## src/rtl/cfg_read_pkg.sv

```systemverilog
package cfg_read_pkg;
  // Strobes from control to datapath
  typedef struct packed {
    logic loadEn;   // a load executes this cycle
    logic useSig;   // return a signature byte
    logic useCfg;   // return a lock/fuse byte
  } rdStrobe_t;

  localparam int BIT_PROG = 0;
  localparam int BIT_CFG  = 3;
  localparam int BIT_SIG  = 5;
endpackage

```

## src/rtl/cfg_read_ctrl.sv

```systemverilog
module cfg_read_ctrl
  import cfg_read_pkg::*;
#(
  parameter int WINDOW = 3
) (
  input  logic       clk,
  input  logic       rstN,
  input  logic       ctrlWrEn,
  input  logic [7:0] ctrlWrData,
  input  logic       loadStrobe,
  input  logic       storeStrobe,
  output logic [7:0] ctrlRdData,
  output rdStrobe_t  strobes
);
  localparam int CNT_W = $clog2(WINDOW + 1);

  logic progEn, cfgRd, sigRd, armed;
  logic [CNT_W-1:0] cycleCnt;

  assign armed = progEn & (cfgRd | sigRd);

  always_ff @(posedge clk) begin
    if (!rstN) begin
      progEn   <= 1'b0;
      cfgRd    <= 1'b0;
      sigRd    <= 1'b0;
      cycleCnt <= '0;
    end else if (ctrlWrEn) begin
      progEn   <= ctrlWrData[BIT_PROG];
      cfgRd    <= ctrlWrData[BIT_CFG];
      sigRd    <= ctrlWrData[BIT_SIG];
      cycleCnt <= CNT_W'(1);
    end else if (armed) begin
      if (loadStrobe || storeStrobe || cycleCnt == CNT_W'(WINDOW)) begin
        progEn <= 1'b0;
        cfgRd  <= 1'b0;
        sigRd  <= 1'b0;
      end else begin
        cycleCnt <= cycleCnt + CNT_W'(1);
      end
    end
  end

  always_comb begin
    ctrlRdData           = '0;
    ctrlRdData[BIT_PROG] = progEn;
    ctrlRdData[BIT_CFG]  = cfgRd;
    ctrlRdData[BIT_SIG]  = sigRd;
  end

  assign strobes.loadEn = loadStrobe;
  assign strobes.useSig = loadStrobe & armed & sigRd;
  assign strobes.useCfg = loadStrobe & armed & cfgRd & ~sigRd;


  cnt_range_chk: assert property (@(posedge clk) disable iff (!rstN)
    armed |-> (cycleCnt >= CNT_W'(1) && cycleCnt <= CNT_W'(WINDOW)));


  clear_on_use_chk: assert property (@(posedge clk) disable iff (!rstN)
    (armed && !ctrlWrEn && loadStrobe) |=> (ctrlRdData == 8'h00));


  timeout_chk: assert property (@(posedge clk) disable iff (!rstN)
    (armed && !ctrlWrEn && !loadStrobe && !storeStrobe && cycleCnt == CNT_W'(WINDOW))
      |=> (ctrlRdData == 8'h00));


  store_abort_chk: assert property (@(posedge clk) disable iff (!rstN)
    (armed && !ctrlWrEn && storeStrobe) |=> (ctrlRdData == 8'h00));


  sel_excl_chk: assert property (@(posedge clk) disable iff (!rstN)
    $onehot0({strobes.useSig, strobes.useCfg}));
endmodule

```

## src/rtl/cfg_read_datapath.sv

```systemverilog
module cfg_read_datapath
  import cfg_read_pkg::*;
#(
  parameter int NUM_SIG = 3
) (
  input  logic                 clk,
  input  logic                 rstN,
  input  rdStrobe_t            strobes,
  input  logic [15:0]          zPtr,
  input  logic [7:0]           flashData,
  input  logic [5:0]           lockBits,
  input  logic [7:0]           fuseLow,
  input  logic [7:0]           fuseHigh,
  input  logic [3:0]           fuseExt,
  input  logic [8*NUM_SIG-1:0] sigBytes,
  output logic [7:0]           loadData
);
  localparam int SIG_W = (NUM_SIG > 1) ? $clog2(NUM_SIG) : 1;

  logic [SIG_W-1:0] sigIdx;
  logic [7:0] sigSel, cfgSel, nextData;

  assign sigIdx = SIG_W'(32'(zPtr[7:0]) % NUM_SIG);

  always_comb begin
    sigSel = '0;
    for (int i = 0; i < NUM_SIG; i++)
      if (sigIdx == SIG_W'(i)) sigSel = sigBytes[8*i +: 8];
  end

  always_comb begin
    unique case (zPtr[1:0])
      2'd0:    cfgSel = fuseLow;
      2'd1:    cfgSel = {2'b11, lockBits};
      2'd2:    cfgSel = {4'hF, fuseExt};
      default: cfgSel = fuseHigh;
    endcase
  end

  assign nextData = strobes.useSig ? sigSel :
                    strobes.useCfg ? cfgSel : flashData;

  always_ff @(posedge clk) begin
    if (!rstN)              loadData <= '0;
    else if (strobes.loadEn) loadData <= nextData;
  end


  flash_pass_chk: assert property (@(posedge clk) disable iff (!rstN)
    (strobes.loadEn && !strobes.useSig && !strobes.useCfg)
      |=> (loadData == $past(flashData)));


  hold_chk: assert property (@(posedge clk) disable iff (!rstN)
    (!strobes.loadEn && !$past(!rstN)) |=> $stable(loadData));
endmodule

```

## src/rtl/cfg_read_unit.sv

```systemverilog
module cfg_read_unit
  import cfg_read_pkg::*;
#(
  parameter int NUM_SIG = 3,
  parameter int WINDOW  = 3
) (
  input  logic                 clk,
  input  logic                 rstN,
  input  logic                 ctrlWrEn,
  input  logic [7:0]           ctrlWrData,
  output logic [7:0]           ctrlRdData,
  input  logic                 loadStrobe,
  input  logic                 storeStrobe,
  input  logic [15:0]          zPtr,
  input  logic [7:0]           flashData,
  output logic [7:0]           loadData,
  input  logic [5:0]           lockBits,
  input  logic [7:0]           fuseLow,
  input  logic [7:0]           fuseHigh,
  input  logic [3:0]           fuseExt,
  input  logic [8*NUM_SIG-1:0] sigBytes
);
  rdStrobe_t strobes;

  cfg_read_ctrl #(.WINDOW(WINDOW)) ctrl_i (
    .clk(clk), .rstN(rstN), .ctrlWrEn(ctrlWrEn), .ctrlWrData(ctrlWrData),
    .loadStrobe(loadStrobe), .storeStrobe(storeStrobe),
    .ctrlRdData(ctrlRdData), .strobes(strobes)
  );

  cfg_read_datapath #(.NUM_SIG(NUM_SIG)) dp_i (
    .clk(clk), .rstN(rstN), .strobes(strobes), .zPtr(zPtr),
    .flashData(flashData), .lockBits(lockBits), .fuseLow(fuseLow),
    .fuseHigh(fuseHigh), .fuseExt(fuseExt), .sigBytes(sigBytes),
    .loadData(loadData)
  );
endmodule

```

## config.mk

```make
export PLATFORM = sky130hd
export DESIGN_NAME = cfg_read_unit
export DESIGN_NICKNAME = d
export VERILOG_FILES = /design/src/rtl/cfg_read_pkg.sv /design/src/rtl/cfg_read_ctrl.sv /design/src/rtl/cfg_read_datapath.sv /design/src/rtl/cfg_read_unit.sv
export SDC_FILE = /design/constraint.sdc
export NUM_CORES = 1
export LEC_CHECK = 0
export BUFFER_PORTS_ARGS = -buffer_cell sky130_fd_sc_hd__buf_2
export CORE_ASPECT_RATIO = 0.75
export CORE_UTILIZATION = 48
export DETAILED_ROUTE_END_ITERATION = 12
export PLACE_DENSITY_LB_ADDON = 0.2
export SLEW_MARGIN = 20
export SYNTH_ARGS = -nofsm -noshare
export SYNTH_HDL_FRONTEND = slang
export SYNTH_SLANG_ARGS = --single-unit
```

## constraint.sdc

```tcl
create_clock -name clk -period 6.75 [get_ports clk]
set_input_delay 0.3375 -clock clk [delete_from_list [all_inputs] [get_ports clk]]
set_output_delay 0.3375 -clock clk [all_outputs]
set_load 0.01 [all_outputs]
```

Word-level counts from Yosys, hierarchy flattened
Cells that the tools add are included.
{"block": "totals", "reg_bits": 13, "output_inout_bits": 16, "wordCells": 47}
{"block": "op_classes", "add_sub_neg": 1, "div_mod_pow": 1, "eq_ne": 6, "muxes": 14, "bitwise": 9, "n_reduce_logical": 10}
{"operator": "$mux W8", "n": 5}
{"operator": "$mod A8 B2 Y32 const B", "n": 1}
{"operator": "$pmux W8 S3", "n": 1}
{"operator": "$mux W1", "n": 8}
{"operator": "$eq A2 B2 Y1 const B", "n": 3}
{"operator": "$reduce_and A2 Y1", "n": 3}
{"operator": "$and A1 B1 Y1", "n": 5}
{"operator": "$eq A2 B1 Y1 const B", "n": 2}
{"operator": "$logic_not A2 Y1", "n": 2}
{"operator": "$reduce_bool A2 Y1", "n": 2}
{"operator": "$not A1 Y1", "n": 3}
{"operator": "$add A2 B1 Y2 const B", "n": 1}
{"operator": "$logic_or A1 B1 Y1", "n": 2}
{"operator": "$ne A2 B2 Y1 const B", "n": 1}
{"operator": "$reduce_or A2 Y1", "n": 1}
{"operator": "$or A1 B1 Y1", "n": 1}

Logic depth before layout (Yosys ltp)
Gate-level depths: netlist of the first run.
{"block": "depth", "ltp_word": 7, "mapped_depth": 23, "mapped_depth_nobuf": 19}

By module
A second synthesis of the first run with hierarchy kept.
{"block": "hier_totals", "hier_cells": 265, "area_unflattened_um2": 1994.4}
{"module": "cfg_read_datapath", "instances": 1, "cells_each": 224, "area_each_um2": 1644.1, "seq_area_each_um2": 160.2}
{"module": "cfg_read_ctrl", "instances": 1, "cells_each": 41, "area_each_um2": 350.3, "seq_area_each_um2": 100.1}

Least setup slack after synthesis of the first run
OpenSTA, ideal clock, no wires.
{"block": "synth_timing", "kind": "in2reg", "from": "input port zPtr[6]", "to": "register dp_i.loadData[0]", "arrival_time_ns": 4.935, "path_slack_ns": 1.748, "path_stages": 21, "path_cell_list": "buf_4 clkbuf_1 ha_1 nand3b_1 or3b_4 a31oi_1 o21ai_0 a22oi_1 o21ai_0 ha_1 a211oi_2 o31ai_2 xnor2_2 inv_2 ha_1 or3_1 a2111oi_4 a211oi_1 a211o_1 or2_1 a21oi_2"}
{"block": "synth_between", "elab_chain_cells": 6, "elab_cells_between_ends": 8, "classes_between": "1 x div; 2 x eq/ne; 4 x mux; 1 x reduce/logical"}
{"element": "from (decl)", "line_no": "cfg_read_unit.sv:14", "source": "input logic [15:0] zPtr,"}
{"element": "$mod A8 B2 Y32 (*)", "line_no": "cfg_read_datapath.sv:23", "source": "assign sigIdx = SIG_W'(32'(zPtr[7:0]) % NUM_SIG);"}
{"element": "$logic_not A2 Y1", "line_no": "cfg_read_datapath.sv:28", "source": "if (sigIdx == SIG_W'(i)) sigSel = sigBytes[8*i +: 8];"}
{"element": "$mux W8 (2 in a row)", "line_no": "cfg_read_datapath.sv:28"}
{"element": "$mux W8 (*)", "line_no": "cfg_read_datapath.sv:28"}
{"element": "$mux W8 (*)", "line_no": "cfg_read_datapath.sv:40", "source": "assign nextData = strobes.useSig ? sigSel :"}
{"element": "to (signal assigned)", "line_no": "cfg_read_datapath.sv:45", "source": "else if (strobes.loadEn) loadData <= nextData;"}
{"element": "to (decl)", "line_no": "cfg_read_datapath.sv:16", "source": "output logic [7:0] loadData"}
Mark *: on every way between the ends. The rest lies on a longest branch, timed or not.
A chain may end at the register's enable or synchronous reset.

Worst setup path after layout of the first run
{"block": "layout_timing", "from": "input port zPtr[7]", "to": "register dp_i.loadData[5]"}
The elaborated chain is that of the path after synthesis.

==> results of run 1 <==
## state kept, by name (all words and copies together), names as in the netlist
register and count:
ctrl_i.cfgRd 1, ctrl_i.cycleCnt 2, ctrl_i.progEn 1, ctrl_i.sigRd 1
dp_i.loadData 8
## cell families (layout without fill, tap and decap cells)
kind of cell	count (synthesis)	after routing	synth area share [%]
AO/OA/AOI/OAI	131	131	46.1
XOR/XNOR	4	4	2.21
adder cells (fa/ha/maj)	8	8	4.41
buffers and inverters	46	105	10.2
flip-flops	13	13	11.5
multiplexers	5	5	2.21
other	1	5	0.165
AND/OR/NAND/NOR	99	99	23.3
## per-layer routing
metal	GRT usage [%]	part of all wire, %	vias to the layer above
li1	-	-	1295
met1	37.8	49	1179
met2	37.9	43	118
met3	3.26	7.9	3
met4	3.06	0.30	0
met5	0	0	-
## power groups by stage
| stage | combinational (W) | clock [W] | sequential (W) |
|---|---|---|---|
| after floorplan | 0.000146 | 0 | 0.0000882 |
| after CTS | 0.000197 | 0.0000725 | 0.0000873 |
| after global placement | 0.000193 | 0 | 0.0000889 |
| final | 0.000199 | 0.0000727 | 0.0000874 |
| after global routing | 0.000219 | 0.0000760 | 0.0000881 |
| after detailed placement | 0.000196 | 0 | 0.0000890 |
## cells in the mapped netlist (all sizes together), types with 8 or more instances
master	count	area share (%)
o21ai	29	6.4
inv	15	2.5
ha	8	4.4
nand2	44	7.7
buf	14	4.9
a21oi	18	5.0
a211oi	13	5.1
nor2	14	2.4
dfxtp	13	11
clkbuf	16	2.6
a31oi	8	2.2
nand3	8	1.8
## area by class of cell
| type | count | share of cell area (%) |
|---|---|---|
| inverter | 16 | 2.26 |
| tap | 57 | 2.68 |
| multi-input combinational | 252 | 67.4 |
| clock inverter | 1 | 0.188 |
| clock buffer | 3 | 1.55 |
| timing repair buffer | 85 | 16.1 |
| sequential | 13 | 9.79 |
## critical path, cell delays in order
cell,delay (ns)
buf_2,0.28
ha_1,0.32
nand3b_1,0.27
or3b_4,0.44
a31oi_1,0.26
o21ai_0,0.12
a22oi_1,0.28
o21ai_0,0.13
ha_1,0.29
a211oi_2,0.39
o31ai_2,0.16
xnor2_2,0.33
inv_2,0.13
ha_1,0.23
or3_1,0.41
a2111oi_4,0.50
a21oi_2,0.20
o31ai_2,0.47
a31oi_1,0.17
a21oi_2,0.15
## metrics by stage
step | power (W) | setup WS, ns
CTS | 0.000357 | 1.12
detailed placement | 0.000284 | 0.891
global route | 0.000383 | 0.671
finish | 0.000359 | 1.04
global placement | 0.000282 | 0.971
floorplan | 0.000234 | 1.75
## how the worst max path moves through the flow
stage | from | endpoint | slack (ns) | cells past startpoint
floorplan | zPtr[6] | dp_i.loadData[0]$_SDFFE_PN0P_ | 1.75 | 21
detailed placement | zPtr[7] | dp_i.loadData[5]$_SDFFE_PN0P_ | 0.89 | 20
global route | zPtr[7] | dp_i.loadData[3]$_SDFFE_PN0P_ | 0.67 | 20
CTS | zPtr[7] | dp_i.loadData[5]$_SDFFE_PN0P_ | 1.12 | 20
global placement | zPtr[7] | dp_i.loadData[2]$_SDFFE_PN0P_ | 0.97 | 20
finish | zPtr[7] | dp_i.loadData[5]$_SDFFE_PN0P_ | 1.04 | 20
==> key figures, run 1 <==
Power
  – Sw frac: between 40% and 50%
  – Seq pwr share: approximately a quarter
  – Static Leak: 1.15 nW
  – NetSw: 0.000154 W
  – Logic gate share of total power: between 50% and 60%
  – Clk pwr share: 20.3%
  – Cell Int Power: 0.000205 W
  – Maximum vdd ir drop: roughly 71 uV
  – Pwr Density: 135 nW/um^2

Clocking
  – TritonCTS clock tree: yes
  – Worst-Skew Late Latency: 0.25 ns
  – CTS sink cnt: 13
  – CTS H-tree depth: 1
  – Clock buffer depth: 2
  – Root buffer cell: clkbuf_8
  – Post-CTS Setup Bufs: 0
  – Post-CTS Hold Buffers: 0
  – Total CTS buffers: 3
  – Clk slew on worst S/H paths: 0.06 ns
  – # resized after CTS: 0

Timing
  – Worst slew pin tran: 0.635 ns
  – # setup viols final: 0
  – Fin. Hold Viols: 0
  – Hold slack final: 0.319 ns
  – Max frequency: 0.175 GHz
  – RSZ-0062 raised after global routing: no
  – Worst slew margin: 57.6%
  – TNS Setup: 0 ns
  – Fin crit share: a little over four fifths
  – Setup Skew: 0.00323 ns
  – Slew Viols, Final: 0
  – Final min period: around 5.7 ns

Critical path
  – Critical path required time: 6.94 ns
  – R2R setup slack: 4.96 ns
  – Crit path DAT: 5.90 ns
  – CP max FO: 15
  – Crit Path Category: in2reg
  – End of the worst register-to-register path: dp_i.loadData[4]$_SDFFE_PN0P_
  – Worst R2R Start: ctrl_i.progEn$_SDFFE_PN0P_
  – Crit path capture type: flop
  – Startpoint types: primary input
  – Register-to-Register Path Depth: 7

Drt
  – Total number of vias: ~2600
  – Iter 0 DRT Violations: 169
  – Routed Antenna Nets: 0
  – DRC: 0
  – First-pass DRT Iterations: 5
  – WL final: between 6 and 7 mm
  – Vias per inst: 6.08
  – Wirelength per Cell: approximately 15 um

Synthesis
  – Post-synth top flop: dfxtp_1
  – Synth warn: 0
  – Synthesized flop and latch total: 13
  – Mapped Avg Cell Area: roughly 7.4 um^2
  – Synth Cell Area: ~2300 um^2
  – Fraction of registers with async set/reset: 0%
  – Part of the Yosys area used for sequential elements: a little under an eighth
  – Syn Inst Count: about 300
  – Unique masters post-synth: 71
  – Number of synthesized flops with an enable pin: 0

Floorplan
  – Die area: 5010 um^2
  – Die H: 61.6 um
  – Core ar.: between 4000 and 5000 um^2
  – Die X: between 80 and 90 um
  – Number of cell rows: 21
  – IO Pins: 103
  – Starting Density: 50.5%

Layout
  – Commonest non-fill, non-tap cell in the layout: buf_2
  – Layout cells sized above 1: 32.4%
  – Inserted Diodes: 0
  – Final core occ: 59.2%
  – Final Net Count: roughly 470
  – Multi-input gate area: 1790 um^2
  – Area Overhead vs Synth: 17.1%
  – # fillers: 438
  – Finished Layout Cells: 427
  – Register area: 260 um^2
  – Final Cell Area: 2660 um^2
  – Most frequent cells in the layout: 84 x buf_2, 42 x nand2_1, 29 x o21ai_0

Min path
  – Min-delay src: sigBytes[23]
  – Worst min path class: in2reg
  – Hold depth: 3
  – Hold Path Sink: dp_i.loadData[7]$_SDFFE_PN0P_

Global routing
  – First-pass GRT wire length: slightly below 10 mm
  – Congestion Overflow GR: 0
  – Pin count of the biggest net entering global routing: 22
  – Initial antenna violation count: 0
  – Vias in the first global route: 2031
  – Gr usage total: 24.9%

Outcome
  – Status: complete, no violations

Place
  – Placed insts: 423
  – Placed cell areas: roughly 2600 um^2
  – Dpl hpwl: 4.91 mm
  – IO buf count: 84
  – GPL Wtd Cong: 0.864

Run
  – Max Cap Viol: 0
(Power assumes the default switching activity.)
==> run 2, diff against run 1 <==
==> constraint.sdc (replaced) <==
create_clock -name clk -period 6 [get_ports clk]
set_input_delay 0.3 -clock clk [delete_from_list [all_inputs] [get_ports clk]]
set_output_delay 0.3 -clock clk [all_outputs]
set_load 0.01 [all_outputs]
==> run 2 against run 1 <==
  * First-iteration DRC count grew 24%
  * Die area did not move
  * Register-to-register slack worse by 0.74 ns
  * Utilization rose by 0.17 points
  * Critical path type unchanged
  * Highest routed layer is now met3
==> key figures, run 2 (synthesized netlist as in run 1, its figures left out) <==
Layout
  – Final Cell Area: 2670 um^2 (+0.28%)
  – Layout cells sized above 1: 32.6% (+0.18 points)
  – Most frequent cells in the layout: 84 x buf_2, 42 x nand2_1, 29 x o21ai_0
  – # fillers: 435 (-0.68%)
  – Largest regs: dp_i.loadData x8, ctrl_i.cycleCnt x2
  – Area Overhead vs Synth: 17.5%
  – Most flops, register: dp_i.loadData
  – Final Net Count: 467 (+0.21%)
  – Inserted Diodes: 0 (unchanged)
  – Max reg flops: 8 (unchanged)
  – Finished Layout Cells: 428 (+0.23%)
  – Commonest non-fill, non-tap cell in the layout: buf_2

Drt
  – DRC: 0 (unchanged)
  – Iter 0 DRT Violations: 209 (+24%)
  – Routed Antenna Nets: 0 (unchanged)
  – WL final: 6.19 mm (-2.7%)
  – Total number of vias: 2572 (-0.89%)
  – First-pass DRT Iterations: 4 (-1)
  – Wirelength per Cell: 14.5 um (-2.9%)
  – Vias per inst: 6.01 (-1.1%)

Power
  – Clk pwr share: 20.2% (about the same)
  – Pwr Density: 152 nW/um^2 (+13%)
  – NetSw: 0.000174 W (+13%)
  – Sw frac: 42.9% (about the same)
  – Total power: 0.000406 W (+13%)
  – Static Leak: 1.15 nW (+0.46%)
  – Cell Int Power: 0.000232 W (+13%)
  – Seq pwr share: 24.2% (about the same)
  – Maximum vdd ir drop: 97.1 uV (+37%)
  – Logic gate share of total power: 55.6% (+0.2 points)

Clocking
  – CTS H-tree depth: 1 (unchanged)
  – Clock buffer depth: 2 (unchanged)
  – Worst-Skew Late Latency: 0.25 ns (about the same)
  – Total CTS buffers: 3 (unchanged)
  – # resized after CTS: 0 (unchanged)
  – CTS sink cnt: 13 (unchanged)
  – Post-CTS Hold Buffers: 0 (unchanged)
  – Clk slew on worst S/H paths: 0.06 ns (about the same)
  – Post-CTS Setup Bufs: 0 (unchanged)
  – TritonCTS clock tree: yes
  – Root buffer cell: clkbuf_8

Timing
  – Final min period: 5.40 ns
  – Setup Skew: 0.00201 ns (-0.00122 ns)
  – # setup viols final: 0 (unchanged)
  – Slew Viols, Final: 0 (unchanged)
  – Fin. Hold Viols: 0 (unchanged)
  – Fin crit share: approximately 90%
  – Worst slew margin: 58.7% (+1.0 points)
  – TNS Setup: 0 ns (unchanged)
  – RSZ-0062 raised after global routing: no
  – Worst slew pin tran: 0.620 ns (-0.0156 ns)
  – Max frequency: about 0.19 GHz

Global routing
  – Gr usage total: 24.3% (-0.58 points)
  – Congestion Overflow GR: 0 (unchanged)
  – First-pass GRT wire length: 9.45 mm (-2.5%)
  – Vias in the first global route: 2028 (-0.15%)
  – Pin count of the biggest net entering global routing: 22 (unchanged)
  – Initial antenna violation count: 0 (unchanged)

Critical path
  – Crit-path cells: buf_2 -> ha_1 -> nand3b_1 -> or3b_4 -> a31oi_1 -> o21ai_0 -> a22oi_1 -> o21ai_0 -> ha_1 -> a211oi_2 -> o31ai_2 -> xnor2_2 -> inv_2 -> ha_1 -> or3_1 -> a2111oi_4 -> a21oi_2 -> o31ai_2 -> a31oi_1 -> a21oi_2
  – Crit path DAT: 5.58 ns (-0.32 ns)
  – Slowest cell on the critical path: o31ai_2
  – Crit Path Category: in2reg
  – Crit path top cell by count: ha_1
  – Startpoint types: primary input
  – Crit path capture type: flop
  – Slowest cell delay on critical path: 0.46 ns (-0.04 ns)
  – CP max FO: 13 (-2)
  – Critical path required time: 6.19 ns (-0.75 ns)

Floorplan
  – Core ar.: 4490 um^2 (unchanged)
  – IO Pins: 103 (unchanged)
  – Number of cell rows: 21 (unchanged)
  – Die H: 61.6 um (unchanged)
  – Starting Density: 50.5% (unchanged)
  – Die X: 81.4 um (unchanged)
  – Die area: 5010 um^2 (unchanged)

Min path
  – Worst min path class: in2reg

Place
  – Dpl hpwl: 4.92 mm (+0.24%)
  – IO buf count: 84 (unchanged)
  – Placed cell areas: 2620 um^2 (+0.29%)
  – GPL Wtd Cong: 0.890 (+3.0%)
  – Placed insts: 424 (+0.24%)

Outcome
  – Status: complete, no violations

Run
  – Max Cap Viol: 0 (unchanged)
==> run 2: path summary, 6_finish.rpt <==
kind                                 startpoint                            end  slack [ns]  cells after the start
setup reg to reg     ctrl_i.progEn$_SDFFE_PN0P_  dp_i.loadData[4]$_SDFFE_PN0P_        4.22                      7
hold / removal                     sigBytes[23]  dp_i.loadData[7]$_SDFFE_PN0P_        0.29                      3
hold reg to reg   dp_i.loadData[7]$_SDFFE_PN0P_  dp_i.loadData[7]$_SDFFE_PN0P_        0.53                      2
setup / recovery                        zPtr[6]  dp_i.loadData[3]$_SDFFE_PN0P_        0.60                     20
==> run 2: final cells by class <==
class	instances	area, um^2	area share, %
Timing Repair Buffer	86	435	16.3
Multi-Input combinational cell	252	1790	67.2
Inverter	16	60.1	2.25
Clock inverter	1	5.00	0.188
Sequential cell	13	260	9.76
Tap cell	57	71.3	2.67
Clock buffer	3	41.3	1.55
==> run 2: power by group through the flow <==
stage	logic, W	registers (W)	clock network (W)
6_report	0.000226	0.0000983	0.0000818
5_1_grt	0.000248	0.0000991	0.0000866
4_1_cts	0.000223	0.0000982	0.0000823
3_5_place_dp	0.000222	0.000100	0
3_3_place_gp	0.000219	0.000100	0
2_1_floorplan	0.000164	0.0000992	0
==> run 2: layer usage <==
| layer | global-route usage [%] | up-vias | share of wire, % |
|---|---|---|---|
| met3 | 3.26 | 0 | 7.7 |
| met4 | 2.30 | 0 | 0 |
| met1 | 36.6 | 1164 | 49 |
| met2 | 37.7 | 108 | 43 |
| met5 | 0 | - | 0 |
| li1 | - | 1300 | - |
==> run 2: worst max-delay path, delay by kind of cell <==
kind | cells | cell delay (ns)
buf+inv | 2 | 0.40
simple gates | 3 | 1.13
compound gates | 11 | 2.58
fa+ha+maj | 3 | 0.83
xor+xnor | 1 | 0.34
==> run 2: stage by stage <==
stage | hold WS [ns] | worst slack [ns] | utilization (%)
floorplan | 0.376 | 1.04 | -
global placement | 0.500 | 0.492 | 58.3
detailed placement | 0.513 | 0.439 | 58.3
CTS | 0.290 | 0.664 | 59.3
global route | 0.325 | 0.181 | 59.3
finish | 0.288 | 0.605 | 59.3
==> run 3, diff against run 2 <==
--- a/config.mk
+++ b/config.mk
@@ -5,9 +5,10 @@
 export SDC_FILE = /design/constraint.sdc
 export NUM_CORES = 1
 export LEC_CHECK = 0
+export ABC_AREA = 1
 export BUFFER_PORTS_ARGS = -buffer_cell sky130_fd_sc_hd__buf_2
 export CORE_ASPECT_RATIO = 0.75
-export CORE_UTILIZATION = 48
+export CORE_UTILIZATION = 45
 export DETAILED_ROUTE_END_ITERATION = 12
 export PLACE_DENSITY_LB_ADDON = 0.2
 export SLEW_MARGIN = 20
==> run 3 against run 2 <==
  * Final area fell by 13%
  * Clock power shrank 3.2%
  * Critical path depth is 10 higher
  * Count of clock-buffer cells in the layout is the same
  * Total power increased by 6.3%
  * Synthesized area decreased by 18%
  * Global-route usage down 2.1 points
  * Hold slack gained 0.012 ns
  * Die area is 12% lower
==> key figures, run 3 <==
Synthesis
  – Top-count cell post-synth: nand2_1
  – Synthesized flop and latch total: 13 (unchanged)
  – Post-synth top flop: dfxtp_1
  – Top cells by count, synth: 76 x nand2_1, 34 x nand3_1, 32 x inv_1
  – Synth warn: 0 (unchanged)
  – Mapped Avg Cell Area: 6.09 um^2 (-18%)
  – Part of the Yosys area used for sequential elements: 14.0% (+2.5 points)
  – Number of synthesized flops with an enable pin: 0 (unchanged)
  – Area leader, netlist: nand2_1
  – Fraction of registers with async set/reset: 0% (unchanged)
  – Syn Inst Count: 306 (-0.33%)
  – Top post-synthesis cells by area: nand2_1 15%, dfxtp_1 14%, nand3_1 9.1%
  – Synth top area share: 15.3% (+3.8 points)
  – Unique masters post-synth: 40 (-44%)
  – Synth Cell Area: 1860 um^2 (-18%)

Critical path
  – Startpoint types: primary input
  – Register-to-Register Path Depth: 9 (+2)
  – Buf/Inv on CP: 6 (+4)
  – CP max FO: 15 (+2)
  – CP delay by family, top: simple AND/OR/NAND/NOR gates
  – Worst path depth: 30 (+50%)
  – Slowest cell on the critical path: clkinv_1
  – Crit path capture type: flop
  – Critical path required time: 6.19 ns (about the same)
  – Crit path top cell by count: nand3_2
  – Crit Path Category: in2reg
  – Crit path DAT: 4.27 ns (-1.31 ns)
  – Slowest cell delay on critical path: 0.32 ns (-0.14 ns)

Layout
  – # fillers: 379 (-13%)
  – Inserted Diodes: 0 (unchanged)
  – Finished Layout Cells: 436 (+1.9%)
  – Most frequent cells in the layout: 84 x buf_2, 76 x nand2_1, 34 x nand3_1
  – Final core occ: 61.1% (+1.7 points)
  – Max reg flops: 8 (unchanged)
  – Area Overhead vs Synth: 24.6%
  – Largest regs: dp_i.loadData x8, ctrl_i.cycleCnt x2
  – Most flops, register: dp_i.loadData
  – Final Net Count: 480 (+2.8%)
  – Commonest non-fill, non-tap cell in the layout: buf_2
  – Layout cells sized above 1: 34.9% (+2.3 points)

Timing
  – # setup viols final: 0 (unchanged)
  – RSZ-0062 raised after global routing: no
  – Final min period: 4.08 ns (-1.32 ns)
  – Slew Viols, Final: 0 (unchanged)
  – Fin crit share: 68.0% (-22 points)
  – TNS Setup: 0 ns (unchanged)
  – Fin. Hold Viols: 0 (unchanged)
  – Setup Skew: 0.00222 ns (+0.000214 ns)
  – Hold slack final: 0.299 ns (+0.0115 ns)
  – Max frequency: 0.245 GHz (+32%)

Floorplan
  – IO Pins: 103 (unchanged)
  – Die area: 4410 um^2 (-12%)
  – Die H: 57.7 um (-6.2%)
  – Core ar.: 3800 um^2 (-15%)
  – Starting Density: 49.0% (-1.5 points)
  – Number of cell rows: 19 (-9.5%)
  – Die X: 76.3 um (-6.2%)

Drt
  – Routed Antenna Nets: 0 (unchanged)
  – DRC: 0 (unchanged)
  – WL final: 4.93 mm (-20%)
  – First-pass DRT Iterations: 5 (+1)
  – Max layer used: met4
  – Met1 WL: 2.59 mm (-15%)
  – Met3 WL: 469 um (-2.3%)
  – Met2 Wirelength: 1.86 mm (-31%)
  – Iter 0 DRT Violations: 92 (-56%)
  – Wirelength per Cell: 11.3 um (-22%)
  – Total number of vias: 2203 (-14%)
  – Vias per inst: 5.05 (-16%)

Clocking
  – Total CTS buffers: 3 (unchanged)
  – Clk slew on worst S/H paths: 0.06 ns (about the same)
  – Clock buffer depth: 2 (unchanged)
  – Post-CTS Setup Bufs: 0 (unchanged)
  – Root buffer cell: clkbuf_8
  – CTS H-tree depth: 1 (unchanged)
  – # resized after CTS: 0 (unchanged)
  – TritonCTS clock tree: yes
  – Worst-Skew Late Latency: 0.25 ns (about the same)
  – CTS sink cnt: 13 (unchanged)
  – Post-CTS Hold Buffers: 0 (unchanged)

Global routing
  – Congestion Overflow GR: 0 (unchanged)
  – Gr usage total: 22.2% (-2.1 points)
  – First-pass GRT wire length: 7.91 mm (-16%)
  – Vias in the first global route: 1805 (-11%)
  – Pin count of the biggest net entering global routing: 16 (-27%)
  – Initial antenna violation count: 0 (unchanged)

Place
  – IO buf count: 84 (unchanged)
  – Dpl hpwl: 4.05 mm (-18%)
  – GPL Wtd Cong: 0.883 (-0.79%)
  – Placed insts: 432 (+1.9%)

Power
  – Clk pwr share: 18.4% (-1.8 points)
  – NetSw: 0.000199 W (+14%)
  – Sw frac: 46.2% (+3.3 points)
  – Logic gate share of total power: 59.7% (+4.1 points)
  – Cell Int Power: 0.000232 W (+0.16%)
  – Static Leak: 1.24 nW (+7.9%)
  – Seq pwr share: 22.0% (-2.2 points)
  – Total power: 0.000431 W (+6.3%)
  – Maximum vdd ir drop: 96.9 uV (-0.22%)
  – Pwr Density: 186 nW/um^2 (+22%)

Min path
  – Hold depth: 3 (unchanged)
  – Worst min path class: in2reg

Outcome
  – Status: complete, no violations

Run
  – Max Cap Viol: 0 (unchanged)
run 3: cell types whose count changed in the layout (fill, tap and decap cells not counted), sizes merged, moves of 6 or more:
cell / change
a2bb2oi: -6
a21oi: +7
nand3: +36
inv: +20
a211oi: -12
nor2: +10
o21ai: -9
a31oi: -7
nand4: +10
nand2: +42
o221ai: -7
run 3: cell families after synthesis:
| group | after synthesis | synth area share [%] |
|---|---|---|
| flops | 13 | 14.0 |
| fa+ha+maj | 8 | 5.37 |
| simple gates | 174 | 48.3 |
| buf+inv | 52 | 12.6 |
| compound gates | 56 | 18.7 |
| xor+xnor | 2 | 0.940 |
| other cells | 1 | 0.201 |
run 3: worst reg2reg max path, stage by stage, from the launching register on:
cell      delay (ns)
dfxtp_1         0.36
o21ai_0         0.19
nor3b_1         0.38
nand2_1         0.27
inv_1           0.21
o211ai_1        0.12
o211ai_1        0.15
nand2_1         0.08
inv_1           0.08
a21oi_2         0.05
run 3: layout make-up:
class                           count  area, um^2  share of cell area, %
Multi-Input combinational cell    245        1390                   59.6
Timing Repair Buffer               85         428                   18.4
Sequential cell                    13         260                   11.2
Inverter                           37         139                   5.98
Tap cell                           52        65.1                   2.80
Clock buffer                        3        41.3                   1.78
Clock inverter                      1        5.00                  0.215
run 3: path summary, 6_finish.rpt:
| check | startpoint | endpoint | slack, ns |
|---|---|---|---|
| max | zPtr[6] | dp_i.loadData[0]$_SDFFE_PN0P_ | 1.92 |
| min | ctrlWrData[0] | ctrl_i.progEn$_SDFFE_PN0P_ | 0.30 |
| max reg2reg | ctrl_i.cfgRd$_SDFFE_PN0P_ | dp_i.loadData[4]$_SDFFE_PN0P_ | 4.00 |
| min reg2reg | ctrl_i.progEn$_SDFFE_PN0P_ | ctrl_i.progEn$_SDFFE_PN0P_ | 0.47 |
run 3: power by group through the flow:
stage | Sequential (W) | Clock [W] | Combinational, W
2_1_floorplan | 0.0000979 | 0 | 0.000193
3_3_place_gp | 0.0000964 | 0 | 0.000252
3_5_place_dp | 0.0000966 | 0 | 0.000255
4_1_cts | 0.0000947 | 0.0000819 | 0.000256
5_1_grt | 0.0000953 | 0.0000849 | 0.000289
6_report | 0.0000947 | 0.0000792 | 0.000257
run 3: routing by layer:
layer | GRT usage (%) | vias to the layer above
li1 | - | 1172
met2 | 31.8 | 103
met4 | 4.12 | 0
met5 | 0 | -
met1 | 33.6 | 926
met3 | 5.20 | 2
run 3: metrics by stage:
step	cell area (um^2)	worst slack, ns
3_5_place_dp	2280	1.67
2_1_floorplan	1880	2.42
6_report	2320	1.92
3_3_place_gp	2280	1.71
5_1_grt	2320	1.40
4_1_cts	2320	1.93
